<file path="src/rtl/wkrx_pkg.sv">
package wkrx_pkg;

    typedef enum logic [1:0] {
        MD_SLEEP = 2'b00,
        MD_FAST  = 2'b01,
        MD_WCALL = 2'b10,
        MD_NORM  = 2'b11
    } wkrx_mode_e;

    typedef enum logic [1:0] {
        WQ_IDLE   = 2'b00,
        WQ_COUNT  = 2'b01,
        WQ_REPORT = 2'b10
    } wq_state_e;

endpackage

</file>
<file path="src/rtl/wkrx_sync_filt.sv">
module wkrx_sync_filt #(
    parameter int CH   = 2,
    parameter int TAPS = 3
) (
    input  logic          clk,
    input  logic          rst_n,
    input  logic [CH-1:0] raw_i,
    output logic [CH-1:0] filt_o
);
    localparam int HALF = TAPS / 2;

    typedef struct packed {
        logic [CH-1:0]            s1;
        logic [CH-1:0]            s2;
        logic [CH-1:0][TAPS-1:0]  tap;
        logic [CH-1:0]            out;
    } filt_t;

    filt_t         q, d;
    logic [CH-1:0] vote;

    for (genvar c = 0; c < CH; c++) begin : g_ch
        assign vote[c] = ($countones(q.tap[c]) > HALF);
    end

    always_comb begin
        d     = q;
        d.s1  = raw_i;
        d.s2  = q.s1;
        for (int c = 0; c < CH; c++) begin
            d.tap[c] = {q.tap[c][TAPS-2:0], q.s2[c]};
        end
        d.out = vote;
    end

    always_ff @(posedge clk or negedge rst_n) begin
        if (!rst_n) q <= '0;
        else        q <= d;
    end

    assign filt_o = q.out;
endmodule

</file>
<file path="src/rtl/wkrx_wake_qual.sv">
module wkrx_wake_qual
    import wkrx_pkg::*;
#(
    parameter int DEAD_TICKS = 1050,
    parameter int MINP_TICKS = 250
) (
    input  logic clk,
    input  logic rst_n,
    input  logic en_i,
    input  logic wk_i,
    output logic report_o,
    output logic wake_o
);
    localparam int DW = $clog2(DEAD_TICKS + 1);
    localparam int MW = $clog2(MINP_TICKS + 1);
    localparam logic [DW-1:0] DEAD_LAST = DW'(DEAD_TICKS - 1);
    localparam logic [MW-1:0] MINP_END  = MW'(MINP_TICKS);

    typedef struct packed {
        wq_state_e     st;
        logic [DW-1:0] cnt;
        logic [MW-1:0] hold;
        logic          wake;
    } qual_t;

    localparam qual_t QUAL_RST = '{st: WQ_IDLE, cnt: '0, hold: '0, wake: 1'b0};

    qual_t q, d;

    always_comb begin
        d      = q;
        d.wake = 1'b0;
        if (!en_i) begin
            d = QUAL_RST;
        end else begin
            unique case (q.st)
                WQ_IDLE: begin
                    if (wk_i) begin
                        d.st  = WQ_COUNT;
                        d.cnt = DW'(1);
                    end
                end
                WQ_COUNT: begin
                    if (!wk_i) begin
                        d.st  = WQ_IDLE;
                        d.cnt = '0;
                    end else if (q.cnt >= DEAD_LAST) begin
                        d.st   = WQ_REPORT;
                        d.cnt  = '0;
                        d.hold = '0;
                        d.wake = 1'b1;
                    end else begin
                        d.cnt = q.cnt + DW'(1);
                    end
                end
                WQ_REPORT: begin
                    if (q.hold != MINP_END) begin
                        d.hold = q.hold + MW'(1);
                    end else if (!wk_i) begin
                        d.st   = WQ_IDLE;
                        d.hold = '0;
                    end
                end
                default: d = QUAL_RST;
            endcase
        end
    end

    always_ff @(posedge clk or negedge rst_n) begin
        if (!rst_n) q <= QUAL_RST;
        else        q <= d;
    end

    assign report_o = (q.st == WQ_REPORT);
    assign wake_o   = q.wake;
endmodule

</file>
<file path="src/rtl/wkrx_blank.sv">
module wkrx_blank #(
    parameter int BLANK_TICKS = 150
) (
    input  logic clk,
    input  logic rst_n,
    input  logic en_i,
    input  logic fall_i,
    output logic busy_o
);
    localparam int BW = $clog2(BLANK_TICKS + 1);

    typedef struct packed {
        logic [BW-1:0] cnt;
    } blank_t;

    blank_t q, d;

    always_comb begin
        d = q;
        if (!en_i)              d.cnt = '0;
        else if (fall_i)        d.cnt = BW'(BLANK_TICKS);
        else if (q.cnt != '0)   d.cnt = q.cnt - BW'(1);
    end

    always_ff @(posedge clk or negedge rst_n) begin
        if (!rst_n) q <= '0;
        else        q <= d;
    end

    assign busy_o = (q.cnt != '0);
endmodule

</file>
<file path="src/rtl/wkrx_path.sv">
module wkrx_path
    import wkrx_pkg::*;
#(
    parameter int DEAD_TICKS  = 1050,
    parameter int MINP_TICKS  = 250,
    parameter int BLANK_TICKS = 150,
    parameter int FILT_TAPS   = 3
) (
    input  logic       clk,
    input  logic       rst_n,
    input  logic [1:0] mode_i,
    input  logic       bus_hi_i,
    input  logic       bus_wk_i,
    input  logic       bus_fall_i,
    output logic       rx_n_o,
    output logic       wake_o
);
    localparam int N_FLAGS = 2;
    localparam int IDX_HI  = 0;
    localparam int IDX_WK  = 1;

    wkrx_mode_e         md;
    logic [N_FLAGS-1:0] flags_f;
    logic               wq_report;
    logic               bl_busy;

    assign md = wkrx_mode_e'(mode_i);

    wkrx_sync_filt #(.CH(N_FLAGS), .TAPS(FILT_TAPS)) u_filt (
        .clk    (clk),
        .rst_n  (rst_n),
        .raw_i  ({bus_wk_i, bus_hi_i}),
        .filt_o (flags_f)
    );

    wkrx_wake_qual #(.DEAD_TICKS(DEAD_TICKS), .MINP_TICKS(MINP_TICKS)) u_qual (
        .clk      (clk),
        .rst_n    (rst_n),
        .en_i     (md == MD_SLEEP),
        .wk_i     (flags_f[IDX_WK]),
        .report_o (wq_report),
        .wake_o   (wake_o)
    );

    wkrx_blank #(.BLANK_TICKS(BLANK_TICKS)) u_blank (
        .clk    (clk),
        .rst_n  (rst_n),
        .en_i   (md == MD_FAST),
        .fall_i (bus_fall_i),
        .busy_o (bl_busy)
    );

    typedef struct packed {
        logic rx_n;
    } out_t;

    out_t q, d;

    always_comb begin
        d = q;
        unique case (md)
            MD_SLEEP: d.rx_n = ~wq_report;
            MD_FAST:  d.rx_n = bl_busy ? 1'b1 : ~flags_f[IDX_HI];
            default:  d.rx_n = ~flags_f[IDX_HI];
        endcase
    end

    always_ff @(posedge clk or negedge rst_n) begin
        if (!rst_n) q <= '{rx_n: 1'b1};
        else        q <= d;
    end

    assign rx_n_o = q.rx_n;
endmodule

</file>
<file path="config.mk">
export PLATFORM = sky130hd
export DESIGN_NAME = wkrx_path
export DESIGN_NICKNAME = d
export VERILOG_FILES = /design/src/rtl/wkrx_pkg.sv /design/src/rtl/wkrx_sync_filt.sv /design/src/rtl/wkrx_wake_qual.sv /design/src/rtl/wkrx_blank.sv /design/src/rtl/wkrx_path.sv
export SDC_FILE = /design/constraint.sdc
export NUM_CORES = 1
export LEC_CHECK = 0
export BUFFER_PORTS_ARGS = -buffer_cell sky130_fd_sc_hd__buf_2
export CAP_MARGIN = 20
export CORE_MARGIN = 5
export CORE_UTILIZATION = 49
export DETAILED_ROUTE_END_ITERATION = 6
export GPL_ROUTABILITY_DRIVEN = 0
export PLACE_DENSITY_LB_ADDON = 0.12
export SKIP_CTS_REPAIR_TIMING = 1
export SLEW_MARGIN = 20
export SYNTH_ARGS = -nofsm -noshare
export SYNTH_HDL_FRONTEND = slang
export SYNTH_SLANG_ARGS = --single-unit
</file>
<file path="constraint.sdc">
create_clock -name clk -period 2.1 [get_ports clk]
set_input_delay 0.42 -clock clk [delete_from_list [all_inputs] [get_ports clk]]
set_output_delay 0.42 -clock clk [all_outputs]
set_load 0.005 [all_outputs]
</file>
# Yosys cells after proc, flatten, opt, wreduce, memory -nomap -nowiden
# Cells that the tools add are included.
totals:
  regBits: 43
  latch_bits: 0
  mem_bits_rw: 0
  romBits: 0
  in_bits: 7
  output_inout_bits: 2
  wordCells: 63
  n_memories: 0
op_classes:
  addsub: 7
  mul: 0
  div: 0
  order_cmp: 3
  n_eq_ne: 14
  n_shift: 0
  mux: 20
  bitwise: 2
  reduce_logical: 6
op_table:
  columns: ["operator", "n"]
  rows:
  - ["adder 32 x 1 -> 32 bit", 2]
  - ["> comparator 32 x 2 -> 1 bit (second input constant)", 2]
  - ["2-to-1 mux 8 bit", 5]
  - ["case mux 11 bit (3 select lines)", 1]
  - ["2-to-1 mux 13 bit", 2]
  - ["case mux 8 bit (3 select lines)", 1]
  - ["2-to-1 mux 22 bit", 1]
  - ["2-to-1 mux 9 bit", 2]
  - ["inequality test 3 bit (second input constant)", 6]
  - ["adder 11 x 1 -> 11 bit (second input constant)", 1]
  - ["greater-or-equal comparator 11 bit (second input constant)", 1]
  - ["2-to-1 mux 11 bit", 1]
  - ["adder 8 x 1 -> 8 bit (second input constant)", 1]
  - ["inequality test 4 bit (second input constant)", 2]
  - ["inequality test 8 bit (second input constant)", 1]
  - ["AND reduction 4 bit", 2]
  - ["nonzero test 8 bit", 1]
  - ["subtractor 8 x 1 -> 8 bit (second input constant)", 1]
  - ["2-to-1 mux 2 bit", 3]
  - ["case mux 2 bit (3 select lines)", 1]
  - ["adder 1 x 1 -> 2 bit", 2]
  - ["== test 2 x 1 -> 1 bit (second input constant)", 2]
  - ["logical NOT 2 bit", 2]
  - ["inequality test 2 bit (second input constant)", 2]
  - ["other kinds (5)", 7]

# Depth between registers and ports, before layout
logic_depth:
  ltp_word: 5
  ltp_mapped: 8
  ltp_nobuf: 7

# By module
# A second synthesis with hierarchy kept.
hier_totals:
  cells_unflattened: 218
  hier_area_um2: 2275.9
modules_own_cells:
  columns: ["module", "n_inst", "cells_per_inst", "area_each_um2", "seq_area_each_um2"]
  rows:
  - ["wkrx_wake_qual", 1, 143, 1375.1, 550.5]
  - ["wkrx_blank", 1, 51, 486.7, 200.2]
  - ["wkrx_sync_filt", 1, 18, 355.3, 300.3]
  - ["wkrx_path", 1, 6, 58.8, 26.3]

# Worst setup path before layout
# Ideal clock, no wire load.
synth_path:
  path_type: "reg-to-reg"
  from: "register u_qual.q[9] (netlist bit)"
  to: "register u_qual.q[14] (netlist bit)"
  setup_time_ns: 0.104
  arrival_ns: 1.602
  t_required_ns: 1.996
  slack_ns: 0.394
  path_stages_with_launch: 7
  path_buffers: 0
  period_less_slack_ns: 1.706
  cell_sequence: "dfrtp_1 > ha_1 > nor4_2 > o211ai_2 > a21oi_4 > nand2_4 > o41ai_2"
synth_via:
  elab_chain_cells: 5
  elab_cells_between_ends: 6
  classes_between: "add/sub: 1; order compare: 1; mux: 4"
synth_lines:
  columns: ["item", "line_no", "text"]
  rows:
  - ["from (decl)", "wkrx_wake_qual.sv:28", "qual_t q, d;"]
  - ["from (signal assigned)", "wkrx_wake_qual.sv:70", "if (!rst_n) q <= QUAL_RST;"]
  - ["from (signal assigned)", "wkrx_wake_qual.sv:71", "else q <= d;"]
  - ["adder 11 x 1 -> 11 bit / greater-or-equal comparator 11 bit (equally long branches)", "wkrx_wake_qual.sv:53, wkrx_wake_qual.sv:47", null]
  - ["2-to-1 mux 11 bit *", "wkrx_wake_qual.sv:47", "end else if (q.cnt >= DEAD_LAST) begin"]
  - ["2-to-1 mux 13 bit *", "wkrx_wake_qual.sv:44", "if (!wk_i) begin"]
  - ["case mux 11 bit (3 select lines) *", "wkrx_wake_qual.sv:36", "unique case (q.st)"]
  - ["2-to-1 mux 22 bit *", "wkrx_wake_qual.sv:33", "if (!en_i) begin"]
# Every way passes the cells marked *; elsewhere a longest branch is shown, timed or not.
# A chain may end at the register's enable or synchronous reset.

# Worst setup path after layout
# Ends and elaborated chain as after synthesis.

==> flow_summary.toml <==
[placed_design]
port_buffers = 8
dp.cells = 274
hpwl_um = 3410
placed_area_um2 = 2420

[setup_path]
critPathArrivalTime_ps = 2110
crit_path_max_fanout = 6
max_stage_delay_ps = 460
critPathSlowestCell = "dfrtp_1"
crit_path_start = "u_qual.q[9]"
crit_chain = "ha_1 -> nor4_2 -> o211ai_2 -> a21oi_4 -> nand2_4 -> o41ai_2"
crit_type = "reg2reg"
cp-end-kind = "flip-flop"
start_kind = "flip-flop"
required_ps = 2290
r2r_start = "u_qual.q[9]"

[timing]
skew_ps = 8.39
rsz0062_at_grt = "false"
relSlewSlack_pct = 66.2
worst_pin_slew_ps = 504
finalMaxSlewViolations = 0
fin_crit_sh_pct = 91.2
fin_setup_tns_ps = 0
final-setup-viol-count = 0
final_hold_viol_count = 0
fmax_mhz = 522
period_needed_ps = 1920

[routing]
postRouteAntennaNets = 0
via_count = 1667
drt_iter0_markers = 67
drc = 0
drt-total-wl_um = 4430
drt_pre_antenna_iters = 4
wl_per_cell_um = 15.7
via_per_inst = 5.91

[global_routing]
grt_pass1_wl_um = 7960
grt_max_degree = 25
grt_usage_pct = 16.3
first_global_vias = 1696
antenna_found_initial = 0
grt_overflow = 0

[clocking]
cts_buffers = 5
htree_levels = 2
cts_tree = "built"
clock-sinks = 43
clockBufferDepth = 2
root_buffer = "clkbuf_8"
insertion_delay_ps = 290
clkSlewWorstSetupHoldPaths_ps = 80

[finish]
finalNonFillerCells = 282
syn_to_final_growth_pct = 9.42
n_antenna_cell = 0
num-nets-final = 247
fill_cells = 387
drive_above_1_share_pct = 16.5
post-route-cell-area_um2 = 2500

[floorplan]
core-area_um2 = 4440
num_rows = 24
die_h_um = 78.3
dieWidth_um = 78.3
die_area_um2 = 6130
io_pins = 9
start_util_pct = 51.4

[logic_synthesis]
syn-cell-area_um2 = 2280
synth_seq_area_share_pct = 47.2
avgSynthCellArea_um2 = 10.7
synth_ff_type = "dfrtp_1"
synth_edf_count = 0
yosys-top-cells-area = "dfrtp_1 (46%), ha_1 (6.0%), nor2_1 (3.1%), o21ai_0 (2.4%), a21o_1 (2.3%)"
synthArstFlopShare_pct = 100
yosysTopAreaCell = "dfrtp_1"
synth_top_area_share_pct = 46.0
ys_ff_latch = 43
ys_warn_count = 0
ys_types = 57
syn_nets = 231
netlist_instances = 213

[power]
swShare_pct = 25.8
total_power_uw = 1590
vdd_ir_drop_max_uv = 300
power_frac_seq_pct = 55.3
power_per_cell_area_nw_per_um2 = 634
power.share.clock_pct = 31.8
p_switching_uw = 409
power.internal_uw = 1180
p_comb_share_pct = 13.0
p_leak_uw = 0.00105

[hold_path]
min_path_type = "in2async"

[job]
max_cap_violations = 0

[outcome]
status = "finished clean"
metal layers:
layer / vias up / share of wire, % / GRT usage [%]
met5: - / 0 / 0
met4: 0 / 2.3 / 6.47
met3: 11 / 3.2 / 3.89
met1: 819 / 46 / 21.7
li1: 811 / - / -
met2: 26 / 48 / 25.8
cell usage after synthesis, drive strengths merged, types with 4 or more instances:
library cell  instances
a21o                  7
a21oi                10
dfrtp                42
ha                   11
inv                  12
nand2                15
nand2b                9
nand3                 7
nand4                 4
nor2                 19
nor4                  5
o21ai                12
o32ai                 4
or3                   4
xor2                  4
power groups by stage:
stage | clock network [uW] | registers, uW | logic (uW)
after detailed placement | 0 | 892 | 207
after floorplan | 0 | 887 | 144
final | 503 | 876 | 206
after global routing | 558 | 880 | 233
after global placement | 0 | 890 | 199
after CTS | 523 | 876 | 207
area by class of cell:
class	instances	area (um^2)	share of cell area, %
clock buffers	7	76.3	3.05
clock inverters	1	7.51	0.300
inverters	12	45.0	1.80
multi-input cells	156	1150	46.1
flip-flops and latches	43	1080	43.1
well taps	52	65.1	2.60
repair buffers	11	75.1	3.00
path summary, 6_finish.rpt:
check	to	depth (start not counted)	slack [ps]
max	u_qual.q[14]	6	180
min	u_blank.q[6]	1	80
max reg2reg	u_qual.q[14]	6	180
min reg2reg	u_filt.d[2]	0	360
max in group asynchronous	rx_n_o	2	1450
min in group clk	u_filt.d[9]	1	230
worst max-delay path: cells and delay by family (launching register included):
kind | cells | cell delay [ps]
AOI/OAI and AO/OA | 3 | 690
DFF | 1 | 460
and+or+nand+nor | 2 | 420
adders and majority gates | 1 | 240
logic make-up (layout without fill, tap and decap cells):
group           count (synthesis)  in the layout  share of synthesized area, %
mux                             1              1                         0.438
fa+ha+maj                      11             11                          6.02
compound gates                 61             61                          21.8
xor+xnor                        7              7                          2.68
flops                          43             43                          47.2
simple gates                   76             76                          19.6
buf+inv                        14             31                          2.35
state kept, by name, summed over array words and instances (netlist names):
register and cells:
u_qual.wake_o 1, u_filt.filt_o 2, u_filt.d 8, u_qual.q 21, rx_n_o 1, u_blank.q 8
u_filt.q 2
metrics by stage:
step                      hold WS, ps  setup slack, ps  utilization, %
after global routing              111             71.6            56.3
after global placement            338              286            54.4
after detailed placement          336              229            54.4
final                            76.2              185            56.3
after CTS                        87.9              202            56.3
after floorplan                   124              394               -
cells in the final DEF (no fill, tap or decap), types with 3 or more instances in the layout:
cell type	n
a31oi_1	3
clkbuf_8	5
nand3_1	7
inv_1	12
and3_1	3
nor2_1	19
nand2_1	13
xor2_1	4
a21o_1	7
xnor2_1	3
o32ai_2	3
o21ai_0	11
nand2b_1	8
dfrtp_1	42
ha_1	11
buf_2	8
or3_1	3
nand4_1	4
a21oi_1	9
Power figures use the tool's default switching activity.
